File: config.mk
export PLATFORM = sky130hd
export DESIGN_NAME = card_word_packer
export DESIGN_NICKNAME = d
export VERILOG_FILES = /design/src/rtl/card_word_packer.sv
export SDC_FILE = /design/constraint.sdc
export NUM_CORES = 1
export LEC_CHECK = 0
export BUFFER_PORTS_ARGS = -buffer_cell sky130_fd_sc_hd__buf_2
export CAP_MARGIN = 20
export CORE_MARGIN = 5
export CORE_UTILIZATION = 57
export DETAILED_ROUTE_END_ITERATION = 16
export PLACE_DENSITY = 0.93
export SYNTH_ARGS = -nofsm -noshare
export SYNTH_HDL_FRONTEND = slang
export SYNTH_SLANG_ARGS = --single-unit
File: constraint.sdc
create_clock -name clk -period 4.05 [get_ports clk]
set_clock_uncertainty 0.2 [all_clocks]
set_input_delay 0 -clock clk [delete_from_list [all_inputs] [get_ports clk]]
set_output_delay 0 -clock clk [all_outputs]
set_load 0.05 [all_outputs]
File: src/rtl/card_word_packer.sv
module card_word_packer #(
  parameter int COLS      = 80,
  parameter int ROW_BITS  = 12,
  parameter int HALF_BITS = 10,
  parameter int WORD_BITS = 20
) (
  input  logic                          clk,
  input  logic                          rst_n,
  input  logic                          col_valid,
  input  logic [ROW_BITS-1:0]           col_rows,
  input  logic                          mode_full,
  input  logic                          card_start,
  output logic                          word_valid,
  output logic [WORD_BITS-1:0]          word_data,
  output logic [$clog2(COLS)-1:0]       word_idx,
  output logic                          card_done
);
  localparam int CNT_W = $clog2(COLS + 1);
  localparam int IDX_W = $clog2(COLS);
  localparam int PAD_W = WORD_BITS - ROW_BITS;
  localparam logic [CNT_W-1:0] COL_LIMIT = CNT_W'(COLS);
  localparam logic [CNT_W-1:0] COL_LAST  = CNT_W'(COLS - 1);

  logic [CNT_W-1:0]     col_cnt;
  logic [HALF_BITS-1:0] hi_q;

  wire take   = col_valid && !card_start && (col_cnt < COL_LIMIT);
  wire second = col_cnt[0];
  wire [CNT_W-1:0] pair_no = col_cnt >> 1;

  always_ff @(posedge clk) begin
    if (!rst_n) begin
      col_cnt    <= '0;
      hi_q       <= '0;
      word_valid <= 1'b0;
      word_data  <= '0;
      word_idx   <= '0;
      card_done  <= 1'b0;
    end else begin
      word_valid <= 1'b0;
      card_done  <= 1'b0;
      if (card_start) begin
        col_cnt <= '0;
        hi_q    <= '0;
      end else if (take) begin
        col_cnt   <= col_cnt + CNT_W'(1);
        card_done <= (col_cnt == COL_LAST);
        if (mode_full) begin
          word_valid <= 1'b1;
          word_data  <= {{PAD_W{1'b0}}, col_rows};
          word_idx   <= col_cnt[IDX_W-1:0];
        end else if (!second) begin
          hi_q <= col_rows[HALF_BITS-1:0];
        end else begin
          word_valid <= 1'b1;
          word_data  <= {hi_q, col_rows[HALF_BITS-1:0]};
          word_idx   <= pair_no[IDX_W-1:0];
        end
      end
    end
  end
endmodule

======== Word level (Yosys, flattened, before mapping) ========
Cells that the tools add are included.
storage, ports and cells
  bits in registers ....................... 46
  bits in latches ......................... 0
  RAM bits ................................ 0
  memory bits (read-only) ................. 0
  output and inout bits ................... 29
  logic and storage cells ................. 28
  memories ................................ 0
cells by class
  add/subtract/negate cells ............... 1
  multipliers ............................. 0
  divide/modulo/power cells ............... 0
  magnitude comparators ................... 1
  eq/ne operators ......................... 1
  shift operators ......................... 0
  mux-type cells .......................... 6
  bitwise gates (word level) .............. 5
  reductions and logical operators ........ 8
operators with widths
  operator                                                       number
  20-bit 2-to-1 mux                                              2
  7-bit 2-to-1 mux                                               2
  7-bit by 1-bit adder with 7-bit output, second input constant  1
  7-bit equality test, second input constant                     1
  7-bit < comparator, second input constant                      1
  3-bit AND reduction                                            2
  1-bit NOT                                                      5
  3-bit OR reduction                                             1
  1-bit logical AND                                              2
  1-bit 2-to-1 mux                                               2
  2-bit nonzero test                                             1
  2-bit OR reduction                                             1
  1-bit zero test                                                1

======== Logic depth before layout (Yosys ltp) ========
Gate-level depths: netlist of run 1.
  word-level depth ........................ 5
  mapped depth ............................ 5
  gate-level depth less buffers ........... 4

======== Worst setup path after synthesis of run 1 ========
OpenSTA, ideal clock, no wires.
  path kind ............................... register to register
  start point ............................. reg col_cnt[0]
  end point ............................... reg hi_q[0]
  library setup time ...................... 0.132 ns
  arrival ................................. 1.327 ns
  required time ........................... 3.718 ns
  setup slack ............................. 2.391 ns
  cell stages (with the launch flop) ...... 6
  path buffers ............................ 2
  period minus slack after synthesis ...... 1.659 ns
  cells stage by stage .................... dfxtp_1 buf_2 or4b_1 clkbuf_1 o21ai_0 a21oi_1
on the way
  cells in the longest elaborated chain, start to end .. 3
  elaborated cells on any way between the ends .. 4
  classes of those cells .................. 1 x order compare; 1 x bitwise; 2 x reduce/logical
RTL lines
  what                                    RTL line  text
  from (decl)                             24        logic [CNT_W-1:0] col_cnt;
  from (signal assigned)                  46        col_cnt <= col_cnt + CNT_W'(1);
  7-bit < comparator                      27        wire take = col_valid && !card_start && (col_cnt < COL_LIMIT);
  1-bit logical AND                       27
  3-bit AND reduction (no source line) *  --
  to (signal assigned)                    53        hi_q <= col_rows[HALF_BITS-1:0];
  to (decl)                               25        logic [HALF_BITS-1:0] hi_q;
Mark *: on every way between the ends. The rest lies on a longest branch, timed or not.
A chain may end at the register's enable or synchronous reset.

======== Worst setup path in the final report of run 1 ========
  start point ............................. reg col_cnt[4]
  end point ............................... reg hi_q[1]
on the way
  cells in the longest elaborated chain, start to end .. 3
RTL lines
  what                                  RTL line
  7-bit < comparator                    27
  1-bit logical AND                     27
  3-bit AND reduction (no source line)  --
No other way between the ends.

==> results of run 1 <==
-- through the flow --
step | setup slack [ns] | util | instances | hold WS [ns] | area, um^2
floorplan | 2.39 | - | 225 | -0.0578 | 1970
global placement | 1.96 | 0.652 | 300 | 0.0653 | 2180
detailed placement | 1.86 | 0.652 | 300 | 0.0729 | 2180
CTS | 1.79 | 0.729 | 326 | 0.0904 | 2430
global route | 1.52 | 0.729 | 326 | 0.139 | 2430
finish | 1.74 | 0.729 | 326 | 0.0929 | 2430
-- synthesized netlist by cell type (2+ instances only) --
cell type / n / area, um^2
nand2_1: 58 / 218
dfxtp_1: 46 / 921
mux2i_1: 19 / 190
nand3_1: 15 / 75.1
a21oi_1: 14 / 70.1
o21ai_0: 13 / 65.1
clkbuf_1: 10 / 37.5
o22ai_1: 10 / 62.6
mux2_2: 7 / 78.8
buf_2: 4 / 20.0
nand2b_1: 4 / 25.0
buf_6: 2 / 22.5
nor2b_1: 2 / 12.5
nor4_1: 2 / 12.5
o31ai_1: 2 / 15.0
or3_1: 2 / 12.5
or4_1: 2 / 15.0
-- placed cells by master (no fill, tap or decap), types with 4 or more instances in the layout --
cell,count
dfxtp_1,46
nand2b_1,4
nand2_1,58
mux2i_1,19
a21oi_1,14
buf_2,45
dlygate4sd3_1,18
clkbuf_4,5
nand3_1,15
mux2_2,7
o22ai_1,10
o21ai_0,13
-- registers in the layout (all words and copies together), names as in the netlist --
| name | flops |
|---|---|
| word_data | 20 |
| card_done | 1 |
| word_valid | 1 |
| hi_q | 10 |
| word_idx | 7 |
| col_cnt | 7 |
-- final cells by class --
class	instances	area (um^2)	area share
Sequential cell	46	921	0.379
Timing Repair Buffer	64	413	0.170
Tap cell	46	57.6	0.0237
Multi-Input combinational cell	161	961	0.395
Clock inverter	1	30.0	0.0124
Clock buffer	7	45.0	0.0185
Inverter	1	3.75	0.00154
-- worst min-delay path: cells and delay by family --
| kind | cells | cell delay (ns) |
|---|---|---|
| and+or+nand+nor | 1 | 0.15 |
| muxes | 1 | 0.05 |
| buffers and inverters | 1 | 0.39 |
-- power groups by stage --
stage	registers [mW]	logic [mW]	clock network (mW)
4_1_cts	0.463	0.0865	0.273
6_report	0.463	0.0883	0.270
3_3_place_gp	0.472	0.0726	0
2_1_floorplan	0.488	0.0388	0
5_1_grt	0.464	0.0949	0.294
3_5_place_dp	0.472	0.0739	0
-- cell families (layout without fill, tap and decap cells) --
group | count (synthesis) | in the layout | share of synthesized area
AO/OA/AOI/OAI | 42 | 42 | 0.122
adder cells (fa/ha/maj) | 1 | 1 | 0.00634
buffers and inverters | 18 | 73 | 0.0463
flip-flops | 46 | 46 | 0.467
multiplexers | 26 | 26 | 0.136
AND/OR/NAND/NOR | 92 | 92 | 0.223
-- layer usage --
layer,track usage,wire [um]
met1,0.279,2020
met3,0.0600,381
met4,0.0925,144
met5,0,0
met2,0.334,2230
-- worst min-delay path by stage --
stage,startpoint,endpoint,slack (ns),depth (start not counted)
3_5_place_dp,col_rows[3],word_data[3]$_SDFFE_PN0P_,0.07,3
6_report,rst_n,word_idx[1]$_SDFFE_PN0P_,0.09,3
2_1_floorplan,col_rows[8],word_data[8]$_SDFFE_PN0P_,-0.06,2
5_1_grt,rst_n,word_idx[3]$_SDFFE_PN0P_,0.14,3
4_1_cts,rst_n,word_idx[1]$_SDFFE_PN0P_,0.09,3
3_3_place_gp,col_rows[1],word_data[1]$_SDFFE_PN0P_,0.07,3
==> impl_metrics.yaml, run 1 <==
setup_path:
  reg2reg_depth: 4
  critPathKind: "reg2reg"
  cp.arrival_ns: 2.39
  r2r-end: "hi_q[1]$_SDFFE_PP0P_"
  cpMaxStageDelayCell: "o21ai_1"
  path_delay_family: "compound AO/OA/AOI/OAI gates"
  endpoint: "hi_q[1]$_SDFFE_PP0P_"
  cp-end-kind: "flop"
  rrSetupSlack_ns: 1.74
  startpoint: "col_cnt[4]$_SDFFE_PP0P_"
  cp_max_fo: 14
  worstPathRequired_ns: 4.13
  crit_chain: "o21ai_1, nand3_1, dlygate4sd3_1, a21oi_1"
  max_stage_delay_ns: 0.77
  r2r_start: "col_cnt[4]$_SDFFE_PP0P_"
  crit_cells: 4
  path_buf_inv: 1
  start_kind: "flop"
power_and_ir_drop:
  ir_drop_v: 0.000202
  p_per_area_mw_per_mm2: 338
  leakage_nw: 0.998
  p_sw_frac: 0.241
  comb_power_share: 0.108
  power_mw: 0.821
  clkPwrFrac: 0.329
  p_int_mw: 0.623
  switching_power_mw: 0.198
  p_seq_frac: 0.564
route:
  detail_route.wl_per_cell_um: 14.7
  viasPerCell: 5.46
  drcViolationCount: 0
  first_iter_violations: 151
  routed_wl_um: 4780
  final_antenna_net_count: 0
  firstDrtPassIters: 4
  vias: 1781
placement:
  io_buffers: 45
  gp_congestion: 0.740
  dp_hpwl_um: 2920
sta:
  finalCritPeriodShare: 0.570
  finalCriticalPeriod_ns: 2.31
  slew_headroom: 0.375
  hold_violations: 0
  rsz0062_at_grt: "no"
  finalSetupTns_ns: 0
  drv_slew: 0
  setup_viol: 0
  worst_slew_pin_slew_ns: 0.931
  fmaxAchievable_ghz: 0.433
yosys:
  synthFlopType: "dfxtp_1"
  avgSynthCellArea_um2: 8.77
  synthCells: 225
  syn_area_mm2: 0.00197
  synth_nets: 243
  ys_warn_count: 0
  yosysSeqAreaShare: 0.467
  ys_ff_latch: 46
  synth_cell_types: 30
  synth_enable_flop_cells: 0
  synthArstFlopShare: 0
layout:
  synthToLayoutAreaGrowth_pct: 23.2
  n_antenna_cell: 0
  drive_above_1_share: 0.221
  nets: 297
  fillers: 245
clocking:
  htree_levels: 2
  postCtsHoldBufs: 18
  postCtsSetupBuffers: 0
  clockBufferDepth: 2
  clk_latency_ns: 0.35
  cts_buffers: 5
  cts_resized: 0
  root_buffer: "clkbuf_4"
  cts_sinks: 46
  cts_tree: "yes"
  clk_pin_slew_ns: 0.13
global_routing:
  grt_pass1_vias: 1650
  grt-ovfl-total: 0
  antenna_found_initial: 0
  track_usage: 0.215
  grt_pass1_wl_um: 7670
  grt_max_degree: 59
die:
  initial_core_util: 0.591
  core_mm2: 0.00334
  ios: 46
  die_width_um: 68.8
  die_area_mm2: 0.00474
  rows: 21
  die_y_um: 68.8
outcome:
  outcome: "finished, final reports clean"
job:
  maxCapViolCount: 0
min_path:
  hold_path.class: "in2reg"
Power figures use the tool's default switching activity.
==> run 2: changes to the inputs <==
- CORE_UTILIZATION: 57 -> 47
- PLACE_DENSITY: 0.93 -> 0.83
- clock period: 4.05 -> 2.1 ns (I/O delays scaled with it)
==> run 2 against run 1 <==
  * Sequential share of layout area is 1.8 points lower
  * Worst setup slack worse by 1.6 ns
  * Die area grew 18%
  * Wire length decreased by 0.44%
  * Clock-buffer cell count fell by 2
  * First-iteration DRC count is 12% higher
  * Sequential power is 93% higher
  * Largest cell class unchanged
==> impl_metrics.yaml, run 2 (synthesized netlist as in run 1, its figures left out) <==
power_and_ir_drop:
  p_per_area_mw_per_mm2: 680
  ir_drop_v: 0.000487
  leakage_nw: 1.05
route:
  first_iter_violations: 169
  drcViolationCount: 0
  detail_route.wl_per_cell_um: 14.0
  firstDrtPassIters: 4
  final_antenna_net_count: 0
  routed_wl_um: 4760
  vias: 1800
  viasPerCell: 5.31
setup_path:
  r2r_start: "col_cnt[4]$_SDFFE_PP0P_"
  critPathKind: "reg2reg"
  reg2reg_depth: 5
  worstPathRequired_ns: 2.13
  start_kind: "flop"
  rrSetupSlack_ns: 0.14
  cp.arrival_ns: 2.00
  cp_max_fo: 12
  cp-end-kind: "flop"
  r2r-end: "hi_q[0]$_SDFFE_PP0P_"
layout:
  largest_reg_flops: 20
  post-route-util: 0.633
  drive_above_1_share: 0.239
  layout_common_cells: "nand2_1 (58), dfxtp_1 (46), buf_2 (45), dlygate4sd3_1 (22), mux2i_1 (19)"
  nets: 306
  design_area_mm2: 0.00255
  reg.largest.list: "word_data (20), hi_q (10)"
  final_common_cell: "nand2_1"
  synthToLayoutAreaGrowth_pct: 29.3
  n_antenna_cell: 0
  largest_register: "word_data"
outcome:
  outcome: "finished, final reports clean"
min_path:
  hold_start: "word_idx[5]$_SDFFE_PN0P_"
  holdPathEnd: "word_idx[5]$_SDFFE_PN0P_"
  min_delay_path_depth: 2
  hold_path.class: "reg2reg"
global_routing:
  grt_pass1_vias: 1648
  grt-ovfl-total: 0
  grt_max_degree: 32
  grt_pass1_wl_um: 7550
  track_usage: 0.175
  antenna_found_initial: 0
placement:
  gp_congestion: 0.829
  dp_slack_ns: 0.340
  io_buffers: 45
  dp_hpwl_um: 2960
  placed_area_mm2: 0.00220
sta:
  rsz0062_at_grt: "no"
  drv_slew: 0
  hold_violations: 0
  finalCritPeriodShare: 0.935
  slew_headroom: 0.657
  fmaxAchievable_ghz: 0.509
  setup_slack_ns: 0.137
  worst_slew_pin_slew_ns: 0.515
  finalSetupTns_ns: 0
  finalCriticalPeriod_ns: 1.96
  setup_viol: 0
die:
  ios: 46
  rows: 23
  die_area_mm2: 0.00559
  core_mm2: 0.00403
  die_y_um: 74.8
  die_width_um: 74.8
  initial_core_util: 0.490
job:
  maxCapViolCount: 0
clocking:
  root_buffer: "clkbuf_8"
  clockBufferDepth: 2
  htree_levels: 2
  cts_sinks: 46
  cts_tree: "yes"
  clk_latency_ns: 0.30
  clk_pin_slew_ns: 0.09
  cts_buffers: 5
  cts_resized: 0
[run 2: cell type report]
| class | count | area (um^2) |
|---|---|---|
| fill | 313 | 1480 |
| clock inverter | 3 | 43.8 |
| timing repair buffer | 73 | 490 |
| multi-input combinational | 161 | 961 |
| tap | 50 | 62.6 |
| sequential | 46 | 921 |
| inverter | 1 | 3.75 |
| clock buffer | 5 | 68.8 |
[run 2: stage by stage]
step,power (mW),hold slack [ns],cells
floorplan,1.02,-0.0578,225
global route,1.80,0.269,339
global placement,1.05,0.0654,306
finish,1.74,0.258,339
CTS,1.74,0.261,336
detailed placement,1.05,0.0701,306
[run 2: per-layer routing]
metal  routed length [um]  up-vias  GRT usage
met5                    0        -          0
met2                 2290       54      0.282
met1                 2120      843      0.220
li1                     -      899          -
met3                  302        4     0.0534
met4                   37        0     0.0672
[run 2: worst max path at each step]
stage	cells past startpoint	slack, ns	to	startpoint
after floorplan	5	0.44	hi_q[0]$_SDFFE_PP0P_	col_cnt[0]$_SDFFE_PP0P_
after global placement	3	0.37	word_idx[2]$_SDFFE_PN0P_	col_cnt[4]$_SDFFE_PP0P_
after detailed placement	3	0.34	word_data[11]$_SDFFE_PN0P_	col_cnt[4]$_SDFFE_PP0P_
after CTS	6	0.04	hi_q[4]$_SDFFE_PP0P_	mode_full
after global routing	5	0.07	hi_q[4]$_SDFFE_PP0P_	col_cnt[4]$_SDFFE_PP0P_
final	5	0.14	hi_q[0]$_SDFFE_PP0P_	col_cnt[4]$_SDFFE_PP0P_
[run 2: what timing repair did]
action | 4_1_cts | 5_1_grt
buffers inserted | 0 | 3
endpoints found under the setup margin | 0 | 3
endpoints found under the hold margin | 33 | 0
hold buffers | 22 | 0
[run 2: critical path, stage by stage, from the launching register on]
cell and delay, ns:
dfxtp_1 0.40, o21ai_1 0.28, buf_4 0.23, nand3_1 0.10, dlygate4sd3_1 0.56, a21oi_1 0.12
[run 2: report_power, final]
| part | switching [mW] | total [mW] | leakage, nW | internal [mW] |
|---|---|---|---|---|
| Combinational | 0.106 | 0.179 | 0.620 | 0.0733 |
| Sequential | 0.00779 | 0.892 | 0.372 | 0.884 |
| Clock | 0.308 | 0.665 | 0.0585 | 0.357 |
| Total | 0.422 | 1.74 | 1.05 | 1.31 |
